File: src/rtl/gf2mul_pkg.sv
package gf2mul_pkg;

  // Strobes handed from control to datapath each cycle
  typedef struct packed {
    logic loadEn;     // capture the selected result this edge
    logic squareSel;  // 1: interleave path, 0: XOR-of-shifts path
  } ctrlStrobes_t;

endpackage

File: src/rtl/gf2mul_ctrl.sv
module gf2mul_ctrl
  import gf2mul_pkg::*;
(
  input  logic         clk,
  input  logic         rst,
  input  logic         validIn,
  input  logic         squareMode,
  output ctrlStrobes_t strb,
  output logic         validOut
);

  always_comb begin
    strb.loadEn    = validIn;
    strb.squareSel = squareMode;
  end

  always_ff @(posedge clk) begin
    if (rst) validOut <= 1'b0;
    else     validOut <= validIn;
  end


  valid_latency_chk: assert property (@(posedge clk) disable iff (rst)
    !rst |=> (validOut == $past(validIn)));

endmodule

File: src/rtl/gf2mul_datapath.sv
module gf2mul_datapath
  import gf2mul_pkg::*;
#(
  parameter int N = 5
) (
  input  logic                clk,
  input  logic                rst,
  input  ctrlStrobes_t        strb,
  input  logic [N-1:0]        opA,
  input  logic [N-1:0]        opB,
  output logic [2*N-2:0]      product
);

  localparam int PROD_W = 2 * N - 1;

  // ---------------- general path: XOR of shifted copies ----------------
  logic [PROD_W-1:0] aExt;
  logic [PROD_W-1:0] rowVec [N];
  logic [PROD_W-1:0] accVec [N+1];

  assign aExt      = PROD_W'(opA);
  assign accVec[0] = '0;

  for (genvar i = 0; i < N; i++) begin : g_rows
    assign rowVec[i]   = opB[i] ? (aExt << i) : '0;
    assign accVec[i+1] = accVec[i] ^ rowVec[i];
  end

  logic [PROD_W-1:0] mulVec;
  assign mulVec = accVec[N];

  // ---------------- square path: interleave with zeros -----------------
  logic [PROD_W-1:0] sqVec;

  for (genvar i = 0; i < N; i++) begin : g_even
    assign sqVec[2*i] = opA[i];
  end
  for (genvar i = 0; i + 1 < N; i++) begin : g_odd
    assign sqVec[2*i+1] = 1'b0;
  end

  // ---------------- select and register --------------------------------
  logic [PROD_W-1:0] nextProd;
  assign nextProd = strb.squareSel ? sqVec : mulVec;

  always_ff @(posedge clk) begin
    if (rst)              product <= '0;
    else if (strb.loadEn) product <= nextProd;
  end

  // odd-position mask for the square check
  function automatic logic [PROD_W-1:0] oddMask();
    logic [PROD_W-1:0] m;
    m = '0;
    for (int k = 1; k < PROD_W; k += 2) m[k] = 1'b1;
    return m;
  endfunction


  hold_when_idle_chk: assert property (@(posedge clk) disable iff (rst)
    (!rst && !strb.loadEn) |=> $stable(product));


  square_odd_zero_chk: assert property (@(posedge clk) disable iff (rst)
    (!rst && strb.loadEn && strb.squareSel) |=> ((product & oddMask()) == '0));


  zero_operand_chk: assert property (@(posedge clk) disable iff (rst)
    (!rst && strb.loadEn && !strb.squareSel && opB == '0) |=> (product == '0));


  unit_operand_chk: assert property (@(posedge clk) disable iff (rst)
    (!rst && strb.loadEn && !strb.squareSel && opB == N'(1))
      |=> (product == PROD_W'($past(opA))));

endmodule

File: src/rtl/gf2_poly_mult.sv
module gf2_poly_mult
  import gf2mul_pkg::*;
#(
  parameter int N = 5
) (
  input  logic           clk,
  input  logic           rst,
  input  logic           validIn,
  input  logic           squareMode,
  input  logic [N-1:0]   opA,
  input  logic [N-1:0]   opB,
  output logic           validOut,
  output logic [2*N-2:0] product
);

  ctrlStrobes_t strb;

  gf2mul_ctrl u_ctrl (
    .clk        (clk),
    .rst        (rst),
    .validIn    (validIn),
    .squareMode (squareMode),
    .strb       (strb),
    .validOut   (validOut)
  );

  gf2mul_datapath #(.N(N)) u_dp (
    .clk     (clk),
    .rst     (rst),
    .strb    (strb),
    .opA     (opA),
    .opB     (opB),
    .product (product)
  );

endmodule

File: config.mk
export PLATFORM = sky130hd
export DESIGN_NAME = gf2_poly_mult
export DESIGN_NICKNAME = d
export VERILOG_FILES = /design/src/rtl/gf2mul_pkg.sv /design/src/rtl/gf2mul_ctrl.sv /design/src/rtl/gf2mul_datapath.sv /design/src/rtl/gf2_poly_mult.sv
export SDC_FILE = /design/constraint.sdc
export NUM_CORES = 1
export LEC_CHECK = 0
export ABC_AREA = 1
export ABC_CLOCK_PERIOD_IN_PS = 1870
export BUFFER_PORTS_ARGS = -buffer_cell sky130_fd_sc_hd__buf_4
export CELL_PAD_IN_SITES_DETAIL_PLACEMENT = 2
export CELL_PAD_IN_SITES_GLOBAL_PLACEMENT = 2
export CORE_MARGIN = 2
export CORE_UTILIZATION = 25
export CTS_CLUSTER_SIZE = 8
export DETAILED_ROUTE_END_ITERATION = 10
export PLACE_DENSITY_LB_ADDON = 0.1
export SLEW_MARGIN = 0
export SYNTH_ARGS = -nofsm -noshare
export SYNTH_HDL_FRONTEND = slang
export SYNTH_SLANG_ARGS = --single-unit
File: constraint.sdc
create_clock -name clk -period 1.87 [get_ports clk]
set_input_delay 0.4675 -clock clk [delete_from_list [all_inputs] [get_ports clk]]
set_output_delay 0.4675 -clock clk [all_outputs]
set_load 0.1 [all_outputs]
==> flow_summary.html <==
<table>
<tr><th>Metric</th><th>Value</th></tr>
<tr><th colspan="2">Synth</th></tr>
<tr><td>Synthesized area</td><td>629 um2</td></tr>
<tr><td>Dominant combinational cell family by area after synthesis</td><td>simple AND/OR/NAND/NOR gates</td></tr>
<tr><td>Net count after synthesis</td><td>110</td></tr>
<tr><td>Number of storage elements in the synthesis netlist</td><td>10</td></tr>
<tr><td>Number of unique standard cell types used by synthesis</td><td>18</td></tr>
<tr><td>Synth Area in Simple Gates</td><td>0.298</td></tr>
<tr><td>Share of synthesized area occupied by flip-flops and latches</td><td>0.318</td></tr>
<tr><td>Per-instance average area after synthesis</td><td>6.56 um2</td></tr>
<tr><td>XOR/XNOR Fraction of Synth Area</td><td>0.139</td></tr>
<tr><td>Share of synthesized area spent on multiplexers</td><td>0</td></tr>
<tr><td>Synthesized instance count</td><td>96</td></tr>
<tr><td>Adder-cell area share of the yosys netlist</td><td>0</td></tr>
<tr><td>Synth Area in Compound Gates</td><td>0.201</td></tr>
<tr><td>Ys Warns</td><td>0</td></tr>
<tr><th colspan="2">Place</th></tr>
<tr><td>Placement-stage cell area</td><td>838 um2</td></tr>
<tr><td>RePlAce Congestion</td><td>0.768</td></tr>
<tr><td>Number of buffer cells added on primary ports</td><td>23</td></tr>
<tr><td>Post-DP HPWL</td><td>1.67 mm</td></tr>
<tr><th colspan="2">Setup path</th></tr>
<tr><td>CP top delay family</td><td>flip-flops</td></tr>
<tr><td>Critical Path Slowest Stage Cell</td><td>dfxtp_1</td></tr>
<tr><td>Arrival time worst endpoint</td><td>890 ps</td></tr>
<tr><td>Crit Path Class</td><td>reg2out</td></tr>
<tr><td>Nature of the critical path endpoint</td><td>primary output</td></tr>
<tr><td>Ordered list of cells on the worst path</td><td>buf_4</td></tr>
<tr><td>Launching point of the worst reg2reg path</td><td>u_dp.product[6]</td></tr>
<tr><td>Reg-to-reg setup timing slack</td><td>1270 ps</td></tr>
<tr><td>Worst reg-to-reg path cell count</td><td>2</td></tr>
<tr><td>Startpoint Class</td><td>flop</td></tr>
<tr><td>Peak per-stage delay on the critical path</td><td>330 ps</td></tr>
<tr><td>Crit path required time</td><td>1400 ps</td></tr>
<tr><td>Crit path max fanout</td><td>2</td></tr>
<tr><td>Buffers and inverters on the worst path</td><td>1</td></tr>
<tr><td>Reg2Reg Capture Point</td><td>u_dp.product[6]</td></tr>
<tr><th colspan="2">Die</th></tr>
<tr><td>Number of top-level pins</td><td>24</td></tr>
<tr><td>Y dimension of the die</td><td>54.2 um</td></tr>
<tr><td>Floorplan core area</td><td>2430 um2</td></tr>
<tr><td>Num rows</td><td>18</td></tr>
<tr><td>Die span in x</td><td>54.2 um</td></tr>
<tr><td>Starting utilization of the core area</td><td>0.259</td></tr>
<tr><td>Die Area</td><td>2930 um2</td></tr>
<tr><th colspan="2">CTS</th></tr>
<tr><td>Clock tree from TritonCTS</td><td>yes</td></tr>
<tr><td># Post-CTS Setup Buffers</td><td>0</td></tr>
<tr><td>Clock-pin slew on the worst setup and hold paths</td><td>70 ps</td></tr>
<tr><td>H-Tree Level Count</td><td>1</td></tr>
<tr><td>Number of clock sinks seen by CTS</td><td>10</td></tr>
<tr><td>Clock latency on the worst-skew pair</td><td>260 ps</td></tr>
<tr><td>TritonCTS buffer count</td><td>3</td></tr>
<tr><td>Hold buffer count at CTS</td><td>0</td></tr>
<tr><td>Largest buffer count on any clock path</td><td>2</td></tr>
<tr><td>CTS-repair resized insts</td><td>0</td></tr>
<tr><td>Library cell used as clock root buffer</td><td>clkbuf_4</td></tr>
<tr><th colspan="2">Route</th></tr>
<tr><td>Post-DR vias/cell</td><td>4.81</td></tr>
<tr><td>Remaining design rule violation count</td><td>0</td></tr>
<tr><td>Residual antenna-violating net count after detailed routing</td><td>0</td></tr>
<tr><td>Drt pass-1 iters</td><td>4</td></tr>
<tr><td>Post-detailed-route wirelength per cell</td><td>13.2 um</td></tr>
<tr><td>Total via count after detailed routing</td><td>731</td></tr>
<tr><td>Final routed wirelength across all metal layers</td><td>2.00 mm</td></tr>
<tr><td>Number of violations reported at the end of detailed-routing iteration 0</td><td>3</td></tr>
<tr><th colspan="2">Run</th></tr>
<tr><td>Max-Cap Viols</td><td>0</td></tr>
<tr><th colspan="2">Min path</th></tr>
<tr><td>Hold worst-path end</td><td>u_dp.product[4]</td></tr>
<tr><td>Worst min-delay path class</td><td>in2reg</td></tr>
<tr><td>Hold Crit Start</td><td>rst</td></tr>
<tr><td>Hold Path Stages</td><td>2</td></tr>
<tr><th colspan="2">Global route</th></tr>
<tr><td>Number of antenna violations at the first check in global routing</td><td>0</td></tr>
<tr><td>Pin count of the biggest net entering global routing</td><td>11</td></tr>
<tr><td>Overflow left after global routing</td><td>0</td></tr>
<tr><td>Global-route total usage across every layer</td><td>0.153</td></tr>
<tr><td>Vias in the first global route</td><td>731</td></tr>
<tr><td>First-pass GRT wire length</td><td>3.22 mm</td></tr>
<tr><th colspan="2">Pwr</th></tr>
<tr><td>Post-route total power</td><td>0.660 mW</td></tr>
<tr><td>Internal power component</td><td>0.415 mW</td></tr>
<tr><td>Lkg Pwr</td><td>0.405 nW</td></tr>
<tr><td>Gate power share</td><td>0.359</td></tr>
<tr><td>Switch share</td><td>0.372</td></tr>
<tr><td>Portion of total power attributed to sequential cells</td><td>0.350</td></tr>
<tr><td>Largest vdd supply drop</td><td>0.282 mV</td></tr>
<tr><td>Portion of total power attributed to the clock network</td><td>0.292</td></tr>
<tr><td>Switching pwr</td><td>0.245 mW</td></tr>
<tr><td>Total power density per cell area</td><td>755 nW/um2</td></tr>
<tr><th colspan="2">STA</th></tr>
<tr><td>TNS Setup</td><td>0 ps</td></tr>
<tr><td>Final Hold Violating Endpoints</td><td>0</td></tr>
<tr><td>Final Slew Violations</td><td>0</td></tr>
<tr><td>Max frequency</td><td>739 MHz</td></tr>
<tr><td>Actual transition at the worst max-transition pin</td><td>278 ps</td></tr>
<tr><td>Setup Viol. Count Final</td><td>0</td></tr>
<tr><td>Period utilisation layout</td><td>0.723</td></tr>
<tr><td>Max-Slew Margin vs Limit</td><td>0.814</td></tr>
<tr><td>Unrepaired setup endpoints after global routing</td><td>no</td></tr>
<tr><td>Final hold slack</td><td>439 ps</td></tr>
<tr><td>Post-route clock skew</td><td>0 ps</td></tr>
<tr><td>Min Clock Period, post-route</td><td>1350 ps</td></tr>
<tr><th colspan="2">Final layout</th></tr>
<tr><td>Most common cell after layout, fill and taps aside</td><td>nand2_1</td></tr>
<tr><td>Highest-count cells in the layout ignoring fill and taps</td><td>nand2_1 (41), buf_4 (24), dfxtp_1 (10)</td></tr>
<tr><td>Area growth from synthesis to final layout</td><td>39.0%</td></tr>
<tr><td>Post-route cell area</td><td>875 um2</td></tr>
<tr><td>Filler cell count</td><td>316</td></tr>
<tr><td>Final #Nets</td><td>137</td></tr>
<tr><td>Share of post-route cells with drive strength above 1</td><td>0.246</td></tr>
<tr><td>Diodes inserted</td><td>0</td></tr>
<tr><th colspan="2">Outcome</th></tr>
<tr><td>Status</td><td>finished clean</td></tr>
</table>
[state kept, by name, indices dropped and copies added (netlist names)]
signal	cells
u_ctrl.validOut	1
u_dp.product	9
[power groups by stage]
stage / Combinational (mW) / Clock [mW] / Sequential, mW
3_5_place_dp: 0.240 / 0 / 0.236
4_1_cts: 0.241 / 0.204 / 0.231
6_report: 0.237 / 0.193 / 0.231
2_1_floorplan: 0.0741 / 0 / 0.324
5_1_grt: 0.257 / 0.214 / 0.233
3_3_place_gp: 0.236 / 0 / 0.235
[synth_stat cells]
master,count,area share
buf_2,1,0.0079
clkbuf_1,1,0.0060
o211ai_1,2,0.024
dfxtp_1,10,0.32
o21bai_1,2,0.024
xnor2_1,7,0.097
nand2_1,41,0.24
o21a_1,1,0.012
xor2_1,3,0.042
o21ai_0,4,0.032
nor2_1,2,0.012
clkinv_1,1,0.0060
inv_1,4,0.024
nand3_1,4,0.032
a21boi_1,2,0.024
a21oi_2,1,0.014
a21oi_1,9,0.072
nand2_2,1,0.0099
[layer usage]
layer | share of wire | wire (um) | track usage
met1 | 0.43 | 869 | 0.179
met2 | 0.51 | 1020 | 0.273
met3 | 0.043 | 86 | 0
met4 | 0.013 | 27 | 0.100
met5 | 0 | 0 | 0
[cells by family after synthesis]
logic type,count (synthesis)
xor gates and xnor gates,10
and+or+nand+nor,48
AOI/OAI and AO/OA,21
DFF,10
buffers and inverters,7
[through the flow]
step                utilization  instances  worst slack [ps]
floorplan                     -         96               478
global placement          0.345        148               500
detailed placement        0.345        148               465
CTS                       0.360        152               497
global route              0.360        152               458
finish                    0.360        152               517
[cell type report]
class | count | area, um2 | share of cell area
multi-input cells | 79 | 402 | 0.459
flip-flops and latches | 10 | 200 | 0.229
repair buffers | 24 | 180 | 0.206
well taps | 30 | 37.5 | 0.0429
clock buffers | 4 | 36.3 | 0.0415
inverters | 5 | 18.8 | 0.0215
[worst max path at each step]
stage,from,endpoint,depth (start not counted)
3_5_place_dp,validIn,u_dp.product[3],6
4_1_cts,u_dp.product[8],product[8],1
3_3_place_gp,validIn,u_dp.product[3],6
2_1_floorplan,u_dp.product[0],product[0],0
6_report,u_dp.product[5],product[5],1
5_1_grt,u_dp.product[8],product[8],1
(Power assumes the default switching activity.)
